**src/rtl/tlb_pkg.sv**
```systemverilog
// Shared definitions for the TLB lookup unit: exception vectors and
// access codes written into the cause word.
package tlb_pkg;

    typedef enum logic [3:0] {
        VEC_NONE   = 4'h0,
        VEC_REFILL = 4'h8,
        VEC_PID    = 4'hA,
        VEC_WPROT  = 4'hB
    } tlb_vec_e;

    localparam logic [1:0] ACC_READ  = 2'b01;
    localparam logic [1:0] ACC_WRITE = 2'b10;

endpackage

```
**src/rtl/tlb_way_match.sv**
```systemverilog
// One-way tag comparator. Assumes the stored tag and the requested page
// number have the same width; a match is an exact equality of all bits.
module tlb_way_match #(
    parameter int VPN_W = 19
) (
    input  logic [VPN_W-1:0] way_tag,
    input  logic [VPN_W-1:0] req_vpn,
    output logic             match
);

    // Compare the stored tag to the page number being looked up.
    always_comb begin
        match = (way_tag == req_vpn);
    end

endmodule

```
**src/rtl/tlb_first_hit.sv**
```systemverilog
// Priority encoder over the per-way match lines. The lowest-numbered
// matching way wins; assumes WAYS is a power of two.
module tlb_first_hit #(
    parameter int WAYS  = 4,
    parameter int WAY_W = $clog2(WAYS)
) (
    input  logic [WAYS-1:0]  match,
    output logic             any_hit,
    output logic [WAY_W-1:0] hit_way
);

    // Walk from the top way down so the lowest match is left standing.
    always_comb begin
        any_hit = 1'b0;
        hit_way = '0;
        for (int i = WAYS - 1; i >= 0; i--) begin
            if (match[i]) begin
                any_hit = 1'b1;
                hit_way = WAY_W'(i);
            end
        end
    end

endmodule

```
**src/rtl/tlb_fault_eval.sv**
```systemverilog
// Permission evaluation of the selected entry. Produces exactly one
// vector in priority order: refill (miss or invalid), PID mismatch,
// write protection. Assumes the entry fields belong to the hit way.
module tlb_fault_eval
    import tlb_pkg::*;
#(
    parameter int PID_W = 8
) (
    input  logic             any_hit,
    input  logic             ent_global,
    input  logic             ent_valid,
    input  logic             ent_writable,
    input  logic [PID_W-1:0] ent_pid,
    input  logic [PID_W-1:0] cur_pid,
    input  logic             is_write,
    input  logic             chk_valid,
    input  logic             chk_write,
    output tlb_vec_e         vec,
    output logic             need_refill,
    output logic             ok
);

    localparam logic [PID_W-1:0] PID_ANY = '1;

    logic bad_valid;
    logic bad_pid;
    logic bad_write;

    // Raw fault conditions, each independent of the others.
    always_comb begin
        bad_valid = chk_valid && !ent_valid;
        bad_pid   = !ent_global && (ent_pid != PID_ANY) && (ent_pid != cur_pid);
        bad_write = is_write && chk_write && !ent_writable;
    end

    // Resolve the conditions into one vector by priority.
    always_comb begin
        vec         = VEC_NONE;
        need_refill = 1'b0;
        ok          = 1'b0;
        if (!any_hit || bad_valid) begin
            vec         = VEC_REFILL;
            need_refill = 1'b1;
        end else if (bad_pid) begin
            vec = VEC_PID;
        end else if (bad_write) begin
            vec = VEC_WPROT;
        end else begin
            ok = 1'b1;
        end
    end

endmodule

```
**src/rtl/tlb_lookup.sv**
```systemverilog
// Set-associative TLB lookup. A request drives the set index to an
// external storage with a combinational read port, compares all ways,
// evaluates permissions and registers the result one cycle later. On a
// failure the cause word is captured; on a miss or invalid entry the
// refill select word is loaded with the set index and way zero.
// Assumes PAGE_BITS >= PID_W + 3 so the cause layout fits ADDR_W bits.
module tlb_lookup
    import tlb_pkg::*;
#(
    parameter int ADDR_W    = 32,
    parameter int PAGE_BITS = 13,
    parameter int SETS      = 16,
    parameter int WAYS      = 4,
    parameter int PID_W     = 8,
    localparam int IDX_W    = $clog2(SETS),
    localparam int WAY_W    = $clog2(WAYS),
    localparam int VPN_W    = ADDR_W - PAGE_BITS,
    localparam int SEL_W    = IDX_W + WAY_W
) (
    input  logic                  clk,
    input  logic                  rst_n,
    input  logic                  req_valid,
    input  logic [ADDR_W-1:0]     req_addr,
    input  logic                  req_write,
    input  logic [PID_W-1:0]      cur_pid,
    input  logic                  cfg_chk_valid,
    input  logic                  cfg_chk_write,
    output logic [IDX_W-1:0]      rd_index,
    input  logic [WAYS*VPN_W-1:0] rd_tag,
    input  logic [WAYS*PID_W-1:0] rd_pid,
    input  logic [WAYS*VPN_W-1:0] rd_pfn,
    input  logic [WAYS-1:0]       rd_global,
    input  logic [WAYS-1:0]       rd_valid,
    input  logic [WAYS-1:0]       rd_writable,
    output logic                  rsp_valid,
    output logic                  rsp_hit,
    output logic [3:0]            rsp_vec,
    output logic [ADDR_W-1:0]     rsp_paddr,
    output logic [ADDR_W-1:0]     cause_reg,
    output logic [SEL_W-1:0]      sel_reg
);

    localparam int CAUSE_PAD = PAGE_BITS - PID_W - 2;

    logic [VPN_W-1:0]     req_vpn;
    logic [WAYS-1:0]      way_hit;
    logic                 any_hit;
    logic [WAY_W-1:0]     hit_way;
    logic [VPN_W-1:0]     sel_pfn;
    logic [PID_W-1:0]     sel_pid;
    logic                 sel_global;
    logic                 sel_valid;
    logic                 sel_writable;
    tlb_vec_e             vec;
    logic                 need_refill;
    logic                 ok;
    logic [ADDR_W-1:0]    cause_next;
    logic [SEL_W-1:0]     sel_next;

    // Split the address into page number and set index.
    always_comb begin
        req_vpn  = req_addr[ADDR_W-1:PAGE_BITS];
        rd_index = req_addr[PAGE_BITS +: IDX_W];
    end

    // One comparator per way.
    for (genvar w = 0; w < WAYS; w++) begin : g_way
        tlb_way_match #(
            .VPN_W (VPN_W)
        ) u_match (
            .way_tag (rd_tag[w*VPN_W +: VPN_W]),
            .req_vpn (req_vpn),
            .match   (way_hit[w])
        );
    end

    tlb_first_hit #(
        .WAYS  (WAYS),
        .WAY_W (WAY_W)
    ) u_first (
        .match   (way_hit),
        .any_hit (any_hit),
        .hit_way (hit_way)
    );

    // Route the fields of the winning way.
    always_comb begin
        sel_pfn      = rd_pfn[hit_way*VPN_W +: VPN_W];
        sel_pid      = rd_pid[hit_way*PID_W +: PID_W];
        sel_global   = rd_global[hit_way];
        sel_valid    = rd_valid[hit_way];
        sel_writable = rd_writable[hit_way];
    end

    tlb_fault_eval #(
        .PID_W (PID_W)
    ) u_eval (
        .any_hit      (any_hit),
        .ent_global   (sel_global),
        .ent_valid    (sel_valid),
        .ent_writable (sel_writable),
        .ent_pid      (sel_pid),
        .cur_pid      (cur_pid),
        .is_write     (req_write),
        .chk_valid    (cfg_chk_valid),
        .chk_write    (cfg_chk_write),
        .vec          (vec),
        .need_refill  (need_refill),
        .ok           (ok)
    );

    // Form the cause word and the refill slot for this request.
    always_comb begin
        cause_next = {req_vpn, {CAUSE_PAD{1'b0}},
                      (req_write ? ACC_WRITE : ACC_READ), cur_pid};
        sel_next   = {{WAY_W{1'b0}}, rd_index};
    end

    // Response strobe: high the cycle after each request.
    always_ff @(posedge clk) begin
        if (!rst_n) rsp_valid <= 1'b0;
        else        rsp_valid <= req_valid;
    end

    // Response fields, loaded on each request and held otherwise.
    always_ff @(posedge clk) begin
        if (!rst_n) begin
            rsp_hit   <= 1'b0;
            rsp_vec   <= 4'h0;
            rsp_paddr <= '0;
        end else if (req_valid) begin
            rsp_hit   <= ok;
            rsp_vec   <= vec;
            rsp_paddr <= ok ? {sel_pfn, req_addr[PAGE_BITS-1:0]} : '0;
        end
    end

    // Cause word, captured on every failed lookup.
    always_ff @(posedge clk) begin
        if (!rst_n)                 cause_reg <= '0;
        else if (req_valid && !ok)  cause_reg <= cause_next;
    end

    // Refill slot, loaded on a miss or an invalid entry only.
    always_ff @(posedge clk) begin
        if (!rst_n)                         sel_reg <= '0;
        else if (req_valid && need_refill)  sel_reg <= sel_next;
    end

endmodule

```
**config.mk**
```make
export PLATFORM = sky130hd
export DESIGN_NAME = tlb_lookup
export DESIGN_NICKNAME = d
export VERILOG_FILES = /design/src/rtl/tlb_pkg.sv /design/src/rtl/tlb_way_match.sv /design/src/rtl/tlb_first_hit.sv /design/src/rtl/tlb_fault_eval.sv /design/src/rtl/tlb_lookup.sv
export SDC_FILE = /design/constraint.sdc
export NUM_CORES = 1
export LEC_CHECK = 0
export ABC_AREA = 1
export BUFFER_PORTS_ARGS = -buffer_cell sky130_fd_sc_hd__buf_2
export CORE_AREA = 2 2 124 126
export CTS_CLUSTER_DIAMETER = 80
export DETAILED_ROUTE_END_ITERATION = 6
export DIE_AREA = 0 0 126 128
export MAX_ROUTING_LAYER = met4
export PLACE_DENSITY = 0.69
export SETUP_SLACK_MARGIN = 0.15
export SLEW_MARGIN = 25
export SYNTH_ARGS = -nofsm -noshare
export SYNTH_HDL_FRONTEND = slang
export SYNTH_HIERARCHICAL = 1
export SYNTH_SLANG_ARGS = --single-unit
```
**constraint.sdc**
```tcl
create_clock -name clk -period 3.6 [get_ports clk]
set_input_delay 0.54 -clock clk [delete_from_list [all_inputs] [get_ports clk]]
set_output_delay 0.54 -clock clk [all_outputs]
set_load 0.05 [all_outputs]
```
==> results of run 1 <==
==> cell type report <==
type                       instances  share of cell area
sequential                        71              0.1871
clock inverter                     7            0.009555
tap                              188             0.03097
clock buffer                       9             0.02965
inverter                         163             0.08320
timing repair buffer             343              0.2549
multi-input combinational        659              0.4046
==> routing by layer <==
layer | vias to the layer above | wire [µm]
met5 | - | 0
met4 | 0 | 386
met3 | 22 | 1226
met2 | 257 | 9485
met1 | 2733 | 7729
li1 | 3393 | -
==> cell usage in the layout, fill, tap and decap left out, drive strengths merged <==
master	n
a21oi	36
buf	338
bufinv	1
clkbuf	14
clkinv	5
clkinvlp	2
conb	6
dfxtp	71
inv	162
nand2	328
nand3	43
nand3b	1
nor2	125
nor3	3
o21ai	58
o22ai	11
or2	1
xnor2	43
xor2	4
==> cells by family after synthesis <==
logic type      Yosys count
flops                    71
xor+xnor                 47
other cells               2
simple gates            501
buf+inv                 212
compound gates          105
==> power groups by stage <==
stage          Combinational [mW]  Sequential (mW)  Clock (mW)
2_1_floorplan               0.250            0.946           0
3_3_place_gp                0.587            0.846           0
3_5_place_dp                0.587            0.846           0
4_1_cts                     0.589            0.830       0.911
5_1_grt                     0.655            0.832       0.948
6_report                    0.595            0.830       0.888
==> timing repair <==
item,4_1_cts,5_1_grt
setup endpoints to repair,0,61
setup buffers,0,6
gates resized for setup,0,31
==> worst max-delay path, cell delays in order <==
cell and delay, ns:
buf_2 0.22, xnor2_1 0.14, nand2_1 0.08, nor2_1 0.13
nand2_1 0.11, nor2_4 0.10, buf_4 0.11, nand2_2 0.06
a21oi_4 0.17, buf_12 0.14, buf_12 0.12, o21ai_0 0.08
o22ai_1 0.27, inv_1 0.11, nor3_2 0.18, a21oi_1 0.10
nand2_2 0.10, nand3_4 0.08, inv_4 0.10, nand2_2 0.07
clkinv_4 0.10, clkbuf_16 0.15, nand2_1 0.05, a21oi_1 0.12
==> worst paths after layout <==
check | startpoint | to | slack [ns] | cells past startpoint
setup reg to reg | cause_reg[26] | cause_reg[26] | 2.94 | 2
hold reg to reg | rsp_paddr[21] | rsp_paddr[21] | 0.46 | 2
setup / recovery | req_addr[15] | rsp_paddr[31] | 0.37 | 24
hold / removal | req_addr[12] | rsp_paddr[12] | 0.45 | 3
==> per-stage QoR <==
step             util  power (mW)  setup slack [ns]  instances
2_1_floorplan       -       1.196            0.5507        942
3_3_place_gp   0.4730       1.433           0.07124       1413
3_5_place_dp   0.4730       1.433           0.06198       1413
4_1_cts        0.4930       2.330            0.3982       1429
5_1_grt        0.5109       2.435            0.1570       1440
6_report       0.5109       2.312            0.3661       1440
==> impl_metrics.yaml, run 1 <==
grt:
  grt_max_degree: 40
  grt.busiest_layer: "met2"
  grt_pass1_wl_um: 27410
  gr-total-overflow: 0
  grt_usage: 0.2175
  grt_use_met2: 0.3852
  antenna_found_initial: 0
  grt_util_met1: 0.2496
  grt_pass1_vias: 5593
  globalRouteMet3Util: 0.03631
floorplanning:
  fp.dieH_um: 128
  die_x_um: 126
  io_pins: 322
  rows: 45
  fp.coreArea_um2: 14860
  initial_core_util: 0.3578
  die_area_um2: 16130
placement:
  place_hpwl_um: 14460
  post_dp_cell_area_um2: 7030
  place_congestion: 0.9107
  io_buffers: 316
synthesis:
  syn_area_um2: 5319
  synth_compound_area_frac: 0.1021
  yosysWarnings: 6
  yosys_register_bits: 71
  synth_mux_area_frac: 0
  synthAdderAreaFrac: 0
  synthArstFlopShare: 0
  synth.top_cell.area_share: 0.2672
  ys_top_cells_by_area: "dfxtp_1 27%, nand2_1 23%, inv_1 11%"
  yosysSeqAreaShare: 0.2672
  synth_most_common_cell: "nand2_1"
  syn_area_per_cell_um2: 5.670
  synth_largest_area_cell: "dfxtp_1"
  synthXorXnorAreaFrac: 0.07739
  synth_common_cells: "326 x nand2_1, 155 x inv_1, 112 x nor2_1"
  synth_top_family_by_area: "simple AND/OR/NAND/NOR gates"
  yosysUniqueCellTypes: 29
  yosys.area_share.simple: 0.3761
  synth_edf_count: 0
  syn_inst: 938
  synth_top_flop_cell: "dfxtp_1"
layout:
  fin_area_um2: 7595
  multiInputGateArea_um2: 3073
  drive_gt1_frac: 0.3211
  syn_to_final_growth_pct: 42.79
  largest_register_ffs: 32
  nFillCells: 1581
  final-seq-area_um2: 1421
  antenna_cells: 0
  final_nets: 1489
clock_network:
  insertion_delay_ns: 0.33
  cts-root-buf: "clkbuf_16"
  clk_pin_slew_ns: 0.06
  clock_sinks: 71
  cts_tree: "built"
  htreeDepth: 3
  cts_inserted_buffers: 9
  cts_buffer_depth: 2
  hold_buffers: 0
timing:
  hold_viol: 0
  max_freq_ghz: 0.3092
  maxSlewViolCount: 0
  relSlewSlack: 0.3609
  skew_ns: 0
  rsz0062_at_grt: "false"
  finalSetupViolations: 0
  final.min_clock_period_ns: 3.234
  worst_pin_slew_ns: 0.9528
  period_share: 0.8983
  setup_tns_ns: 0
  whs_ns: 0.4503
critical_path:
  cp.arrival_ns: 3.47
  crit_type: "input port to register"
  cp.required_ns: 3.83
  path_max_fanout: 12
  critical_path.endpoint_type: "register"
  setup.worst_path.start_class: "input port"
pwr:
  ir_drop_v: 0.0001896
  pwr-share-clk: 0.384
  p_leak_nw: 4.384
  switching_power_mw: 0.7292
  switching_share: 0.3153
  seqPwrFrac: 0.359
  comb_power_share: 0.257
  internal_power_mw: 1.583
  power_density_nw_per_um2: 304.5
routing:
  drt_first_pass_iters: 4
  routed_wl_um: 18830
  wl_per_cell_um: 13.08
  route.vias.total: 6405
  viasPerCell: 4.448
  postRouteAntennaNets: 0
  drt-initial-drc-count: 226
  drcViolationCount: 0
min_path:
  holdCritPathClass: "input port to register"
run:
  cap_violations: 0
outcome:
  outcome: "finished, final reports clean"
No activity file was read; power rests on OpenSTA's default activity.
==> run 2, diff against run 1 <==
CAP_MARGIN = 20   (was not set)
CORE_AREA = 4 4 122 124   (was 2 2 124 126)
PLACE_DENSITY = 0.73   (was 0.69)
==> run 2 against run 1 <==
Against the previous run:
- clock skew is the same
- clock-buffer cell count grew 1
- clock power grew 9.0%
- highest routed layer unchanged
- power grew 3.1%
- non-clock buffer count shrank 2
- design area shrank 1.5%
- sequential cell count is the same
==> impl_metrics.yaml, run 2 (synthesis results as in run 1) <==
outcome:
  outcome: "finished, final reports clean"
pwr:
  seqPwrFrac: 0.348
  power_density_nw_per_um2: 318.6
  total_power_mw: 2.383
  switching_power_mw: 0.7140
  switching_share: 0.2996
  p_leak_nw: 4.369
  pwr-share-clk: 0.406
  ir_drop_v: 0.0001696
  internal_power_mw: 1.669
  comb_power_share: 0.245
layout:
  fin_area_um2: 7481
  layout_commonest_cell: "nand2_1"
  final_cell_mix: "326 x nand2_1, 315 x buf_2, 153 x inv_1"
  syn_to_final_growth_pct: 40.65
  drive_gt1_frac: 0.3112
  final_nets: 1487
  nFillCells: 1444
  largest_register_ffs: 32
  antenna_cells: 0
grt:
  gr-total-overflow: 0
  grt.busiest_layer: "met2"
  grt_use_met2: 0.3784
  grt_util_met1: 0.2633
  antenna_found_initial: 0
  grt_max_degree: 40
  grt_pass1_wl_um: 28660
  grt_usage: 0.2248
  globalRouteMet3Util: 0.04292
  grt_pass1_vias: 5783
clock_network:
  cts-root-buf: "clkbuf_16"
  cts_tree: "built"
  cts_buffer_depth: 2
  clk_pin_slew_ns: 0.06
  hold_buffers: 0
  htreeDepth: 3
  clock_sinks: 71
  insertion_delay_ns: 0.33
  cts_inserted_buffers: 9
floorplanning:
  io_pins: 322
  die_area_um2: 16130
  initial_core_util: 0.3862
  rows: 43
  die_x_um: 126
  fp.coreArea_um2: 13770
  fp.dieH_um: 128
min_path:
  hold_path_depth: 3
  hold_end: "rsp_paddr[1]"
  holdCritPathClass: "input port to register"
  hp-start: "req_addr[1]"
timing:
  skew_ns: 0
  period_share: 0.8913
  hold_viol: 0
  whs_ns: 0.4557
  relSlewSlack: 0.3801
  maxSlewViolCount: 0
  rsz0062_at_grt: "false"
  final.min_clock_period_ns: 3.209
  finalSetupViolations: 0
  setup_tns_ns: 0
  worst_pin_slew_ns: 0.9241
  max_freq_ghz: 0.3116
placement:
  post_dp_cell_area_um2: 7008
  place_congestion: 0.8905
  io_buffers: 316
  place_hpwl_um: 15020
critical_path:
  critical_path.endpoint_type: "register"
  setup.worst_path.start_class: "input port"
  rr_worst_depth: 2
  rr_startpoint: "cause_reg[31]"
  r2r_end: "cause_reg[31]"
  critPathLaunch: "req_addr[26]"
  path_max_fanout: 32
  cp.arrival_ns: 3.43
  cp.required_ns: 3.82
  crit_type: "input port to register"
  ff2ff_setup_slack_ns: 2.94
routing:
  drt_first_pass_iters: 5
  viasPerCell: 4.479
  wl_per_cell_um: 13.08
  drt-initial-drc-count: 290
  postRouteAntennaNets: 0
  route.vias.total: 6405
  routed_wl_um: 18710
  drcViolationCount: 0
run:
  cap_violations: 0
-- run 2: worst max path at each step --
stage               endpoint  slack, ns  cells past startpoint
3_3_place_gp   rsp_paddr[29]       0.07                     25
2_1_floorplan  cause_reg[13]       0.55                     25
4_1_cts         rsp_paddr[3]       0.37                     27
5_1_grt         rsp_paddr[3]       0.13                     25
6_report        rsp_paddr[3]       0.39                     28
3_5_place_dp    rsp_paddr[3]       0.03                     27
-- run 2: timing repair --
action                                  in CTS  in global routing
setup buffers                                0                  8
resized for setup                            0                 11
endpoints found under the setup margin       0                 61
-- run 2: power groups by stage --
stage | clock network (mW) | registers [mW] | logic [mW]
after floorplan | 0 | 0.946 | 0.250
after global placement | 0 | 0.846 | 0.583
after detailed placement | 0 | 0.847 | 0.585
after CTS | 0.996 | 0.830 | 0.588
after global routing | 1.03 | 0.833 | 0.647
final | 0.968 | 0.830 | 0.585
-- run 2: layout make-up --
type / count / area (µm²) / share of cell area
multi-input combinational: 659 / 3010 / 0.4024
timing repair buffer: 341 / 1868 / 0.2497
clock buffer: 10 / 239.0 / 0.03195
inverter: 163 / 625.6 / 0.08363
tap: 180 / 225.2 / 0.03011
clock inverter: 6 / 91.34 / 0.01221
sequential: 71 / 1421 / 0.1900
-- run 2: worst max-delay path: stages --
cell,delay (ns)
buf_2,0.15
buf_4,0.15
inv_1,0.04
nand2_1,0.04
nand2_1,0.05
nand2_1,0.07
nor2_1,0.12
nand3_1,0.10
nor2_1,0.17
buf_4,0.16
a21oi_4,0.04
buf_12,0.14
inv_4,0.15
nor2_1,0.06
o22ai_1,0.28
nand2_1,0.10
nand2_1,0.09
nand2_1,0.05
nor2_1,0.09
nand2_1,0.07
nand2_2,0.07
nand3_2,0.07
inv_2,0.11
nand2_1,0.07
inv_2,0.08
buf_12,0.17
nand2_1,0.06
a21oi_1,0.14
-- run 2: routing by layer --
layer	routed length (µm)	share of wire
met3	1442	0.077
met4	673	0.036
met1	7593	0.41
met2	9002	0.48
met5	0	0
-- run 2: stage by stage --
| stage | util | worst slack [ns] | std cells |
|---|---|---|---|
| 5_1_grt | 0.5432 | 0.1332 | 1430 |
| 3_3_place_gp | 0.5088 | 0.06581 | 1405 |
| 2_1_floorplan | - | 0.5507 | 942 |
| 4_1_cts | 0.5328 | 0.3745 | 1421 |
| 6_report | 0.5432 | 0.3912 | 1430 |
| 3_5_place_dp | 0.5088 | 0.03035 | 1405 |
